===== config.mk =====
export PLATFORM = sky130hd
export DESIGN_NAME = aud_irq_agg
export DESIGN_NICKNAME = d
export VERILOG_FILES = /design/src/rtl/aud_irq_pkg.sv /design/src/rtl/aud_irq_strm_src.sv /design/src/rtl/aud_irq_ctrl_src.sv /design/src/rtl/aud_irq_line.sv /design/src/rtl/aud_irq_agg.sv
export SDC_FILE = /design/constraint.sdc
export NUM_CORES = 1
export LEC_CHECK = 0
export ABC_AREA = 1
export BUFFER_PORTS_ARGS = -buffer_cell sky130_fd_sc_hd__clkbuf_2
export CAP_MARGIN = 20
export CORE_AREA = 4 4 94 96
export DETAILED_ROUTE_END_ITERATION = 16
export DIE_AREA = 0 0 98 100
export GPL_ROUTABILITY_DRIVEN = 0
export GPL_TIMING_DRIVEN = 0
export MAX_ROUTING_LAYER = met4
export PLACE_DENSITY = 0.45
export SLEW_MARGIN = 0
export SYNTH_ARGS = -nofsm -noshare
export SYNTH_HDL_FRONTEND = slang
export SYNTH_SLANG_ARGS = --single-unit

===== constraint.sdc =====
create_clock -name clk_i -period 2.15 [get_ports clk_i]
set_input_delay 0.3225 -clock clk_i [delete_from_list [all_inputs] [get_ports clk_i]]
set_output_delay 0.3225 -clock clk_i [all_outputs]
set_load 0.02 [all_outputs]

===== src/rtl/aud_irq_pkg.sv =====
package aud_irq_pkg;
  // per-stream status/control field positions (shared by both registers)
  localparam int STRM_CMP_BIT  = 2;
  localparam int STRM_FIFO_BIT = 3;
  localparam int STRM_DESC_BIT = 4;
  // response-ring field positions
  localparam int RING_RESP_BIT = 0;
  localparam int RING_OVR_BIT  = 2;
  // status word layout
  localparam int STS_W         = 32;
  localparam int CTRL_BIT      = 30;
  localparam int GLB_BIT       = 31;
endpackage


===== src/rtl/aud_irq_strm_src.sv =====
module aud_irq_strm_src
  import aud_irq_pkg::*;
#(
  parameter int SW = 8
) (
  input  logic [SW-1:0] sts_i,
  input  logic [SW-1:0] ctl_i,
  output logic          pend_o
);
  logic [SW-1:0] mask;

  always_comb begin
    mask = '0;
    mask[STRM_CMP_BIT]  = 1'b1;
    mask[STRM_FIFO_BIT] = 1'b1;
    mask[STRM_DESC_BIT] = 1'b1;
  end

  assign pend_o = |(sts_i & ctl_i & mask);
endmodule


===== src/rtl/aud_irq_ctrl_src.sv =====
module aud_irq_ctrl_src
  import aud_irq_pkg::*;
#(
  parameter int RW      = 8,
  parameter int CODEC_W = 15
) (
  input  logic [RW-1:0]      ring_sts_i,
  input  logic [RW-1:0]      ring_ctl_i,
  input  logic [CODEC_W-1:0] codec_chg_i,
  input  logic [CODEC_W-1:0] wake_en_i,
  output logic               pend_o
);
  logic [RW-1:0] ring_mask;
  logic          ring_pend, codec_pend;

  always_comb begin
    ring_mask = '0;
    ring_mask[RING_RESP_BIT] = 1'b1;
    ring_mask[RING_OVR_BIT]  = 1'b1;
  end

  assign ring_pend  = |(ring_sts_i & ring_ctl_i & ring_mask);
  assign codec_pend = |(codec_chg_i & wake_en_i);
  assign pend_o     = ring_pend | codec_pend;
endmodule


===== src/rtl/aud_irq_line.sv =====
module aud_irq_line
  import aud_irq_pkg::*;
#(
  parameter int NS = 8
) (
  input  logic             clk_i,
  input  logic             rst_ni,
  input  logic [STS_W-1:0] int_sts_i,
  input  logic [STS_W-1:0] glb_ctl_i,
  output logic             irq_o
);
  logic [STS_W-1:0] line_mask;
  logic             irq_d;

  // global status bit excluded: it must never drive the line
  always_comb begin
    line_mask = '0;
    line_mask[NS-1:0] = '1;
    line_mask[CTRL_BIT] = 1'b1;
  end

  assign irq_d = glb_ctl_i[GLB_BIT] & |(int_sts_i & glb_ctl_i & line_mask);

  always_ff @(posedge clk_i or negedge rst_ni) begin
    if (!rst_ni) irq_o <= 1'b0;
    else         irq_o <= irq_d;
  end
endmodule


===== src/rtl/aud_irq_agg.sv =====
module aud_irq_agg
  import aud_irq_pkg::*;
#(
  parameter int N_IN    = 4,
  parameter int N_OUT   = 4,
  parameter int SW      = 8,
  parameter int RW      = 8,
  parameter int CODEC_W = 15,
  localparam int NS     = N_IN + N_OUT
) (
  input  logic               clk_i,
  input  logic               rst_ni,
  input  logic [NS*SW-1:0]   strm_sts_i,
  input  logic [NS*SW-1:0]   strm_ctl_i,
  input  logic [RW-1:0]      ring_sts_i,
  input  logic [RW-1:0]      ring_ctl_i,
  input  logic [CODEC_W-1:0] codec_chg_i,
  input  logic [CODEC_W-1:0] wake_en_i,
  input  logic [STS_W-1:0]   glb_ctl_i,
  output logic [STS_W-1:0]   int_sts_o,
  output logic               irq_o,
  output logic [NS-1:0]      strm_is_out_o
);
  logic [NS-1:0] strm_pend;
  logic          ctrl_pend;
  logic [STS_W-1:0] sts_raw;

  for (genvar k = 0; k < NS; k++) begin : g_strm
    aud_irq_strm_src #(.SW(SW)) u_src (
      .sts_i  (strm_sts_i[k*SW +: SW]),
      .ctl_i  (strm_ctl_i[k*SW +: SW]),
      .pend_o (strm_pend[k])
    );
    assign strm_is_out_o[k] = (k >= N_IN);
  end

  aud_irq_ctrl_src #(.RW(RW), .CODEC_W(CODEC_W)) u_ctrl (
    .ring_sts_i  (ring_sts_i),
    .ring_ctl_i  (ring_ctl_i),
    .codec_chg_i (codec_chg_i),
    .wake_en_i   (wake_en_i),
    .pend_o      (ctrl_pend)
  );

  always_comb begin
    sts_raw = '0;
    sts_raw[NS-1:0] = strm_pend;
    sts_raw[CTRL_BIT] = ctrl_pend;
  end

  always_comb begin
    int_sts_o = sts_raw;
    int_sts_o[GLB_BIT] = |sts_raw[GLB_BIT-1:0];
  end

  aud_irq_line #(.NS(NS)) u_line (
    .clk_i     (clk_i),
    .rst_ni    (rst_ni),
    .int_sts_i (int_sts_o),
    .glb_ctl_i (glb_ctl_i),
    .irq_o     (irq_o)
  );
endmodule


==> flow_metrics.tcl <==
set metrics [dict create \
    initial_core_util 0.0859 \
    dr.pass1.iters 3 \
    area_growth_pct 109 \
    intPower_mw 0.164 \
    crit_path_max_fanout 3 \
    multi_input_area_sq_um 464 \
    seqCellArea_sq_um 25.0 \
    io_buffers 104 \
    num_vias 1099 \
    fmax_mhz 610 \
    tns_ps 0 \
    crit_path_frequent_cell "clkbuf_2" \
    critPathMaxStageDelay_ps 450 \
    std_cell_rows 33 \
    slew_viol_final 0 \
    drc 0 \
    status "complete, no violations" \
    cap_violations 0 \
    startpoint_type "input pin" \
    ir_drop_uv 39.9 \
    syn-cell-area_sq_um 692 \
    track_usage 0.0599 \
    pwr-share-comb 0.932 \
    post-cts-setup-buffers 0 \
    final_cell_area_sq_um 1450 \
    ios 249 \
    ctsHoldBuffers 0 \
    drt_iter0_drc 8 \
    synthDistinctLibCells 10 \
    rsz0062_at_grt "false" \
    worstHoldPathType "in -> async" \
    critPathCaptureType "output pin" \
    wire_per_inst_microns 8.59 \
    switching_power_mw 0.142 \
    antenna_left 0 \
    post_cts_resized 0 \
    cp_cell_sequence "clkbuf_2, nand2_1, nand3_2, nor4_1, nand3_1, clkbuf_2" \
    fp.dieH_microns 100 \
    clk_pin_slew_ps 0 \
    p_sw_frac 0.465 \
    worstSetupPathType "in -> out" \
    pwr-share-clk 0 \
    ys_warn_count 0 \
    power_leakage_nw 0.969 \
    cp.required_ps 1830 \
    grt_max_degree 4 \
    largest_register "u_line.irq_o" \
    syn_avg_cell_area_sq_um 5.32 \
    antenna_cells 0 \
    largest_register_ffs 1 \
    antenna_found_initial 0 \
    grt_pass1_vias 1110 \
    grt_overflow 0 \
    holdWs_ps 98.1 \
    cp.arrival_ps 1320 \
    syn_inst 130 \
    hold_violations 0 \
    drive_gt1_frac 0.561 \
    p_per_area_nw_per_um2 211 \
    ys_seq_elements 1 \
    synth_area_leader_cell "buf_4" \
    hpwl_mm 3.16 \
    die-width_microns 98 \
    yosysSeqAreaShare 0.0362 \
    fin_crit_ps 1640 \
    seqPwrFrac 0.068 \
    design.core.area_sq_um 8050 \
    netlist.area_leader.share 0.423 \
    top_regs "u_line.irq_o x1" \
    final.fill_count 945 \
    grt_pass1_wl_mm 4.82 \
    period_share 0.762 \
    synth.area.top_cells "buf_4, nand2_1, nand3_1" \
    placed_area_sq_um 1450 \
    setup_viol 0 \
    wl_mm 3.15 \
    routed_via_density 2.99 \
    crit_slowest_cell "nor4_1" \
    fin_nets 472 \
    die-area_sq_um 9800 \
]
## placed cells by master, fill, tap and decap left out, drive strengths merged
cell | netlist | final
nor2 | 10 | 10
conb | 2 | 30
nor4 | 2 | 2
dfrtp | 1 | 1
nand3 | 11 | 11
inv | 4 | 4
nand2 | 61 | 61
buf | 39 | 39
clkbuf | 0 | 104
## layer usage
metal | part of all wire | track usage
met3 | 0.16 | 0.0215
met1 | 0.38 | 0.0686
met5 | 0 | -
met4 | 0 | 0
met2 | 0.46 | 0.107
## metrics by stage
stage	util	total power [mW]	instances	worst slack, ps
3_5_place_dp	0.180	0.307	367	486
2_1_floorplan	-	0.197	158	873
3_3_place_gp	0.180	0.305	367	491
6_report	0.180	0.305	367	511
4_1_cts	0.180	0.308	367	486
5_1_grt	0.180	0.338	367	378
## worst max-delay path: cells and delay by family
family / cells / cell delay (ps)
simple gates: 4 / 740
buf+inv: 2 / 260
## power groups by stage
| stage | logic, mW | registers, mW | clock network [mW] |
|---|---|---|---|
| finish | 0.285 | 0.0207 | 0 |
| global route | 0.317 | 0.0209 | 0 |
| CTS | 0.287 | 0.0208 | 0 |
| detailed placement | 0.286 | 0.0208 | 0 |
| global placement | 0.285 | 0.0207 | 0 |
| floorplan | 0.175 | 0.0223 | 0 |
## area by class of cell
type / instances / area share
tap: 105 / 0.0907
multi-input combinational: 114 / 0.320
timing repair buffer: 104 / 0.359
inverter: 4 / 0.0104
sequential: 1 / 0.0173
buffer: 39 / 0.202
## cells in the mapped netlist
cell	count
nor2_1	9
nor2_2	1
nand3_1	8
nor4_1	2
inv_1	4
nand3_2	3
buf_4	39
dfrtp_1	1
nand2_1	61
conb_1	2
## how the worst max path moves through the flow
stage | start | depth (start not counted) | end | slack (ps)
global route | codec_chg_i[12] | 9 | int_sts_o[30] | 380
finish | strm_sts_i[50] | 6 | int_sts_o[31] | 510
global placement | codec_chg_i[13] | 9 | int_sts_o[30] | 490
detailed placement | strm_sts_i[27] | 6 | int_sts_o[31] | 490
CTS | strm_sts_i[27] | 6 | int_sts_o[31] | 490
floorplan | strm_sts_i[50] | 4 | int_sts_o[31] | 870
## kinds of logic after synthesis
logic type / synth area share
buf+inv: 0.445
flops: 0.0362
other cells: 0.0109
simple gates: 0.508
Note: power is estimated with default switching activity, not from simulation.
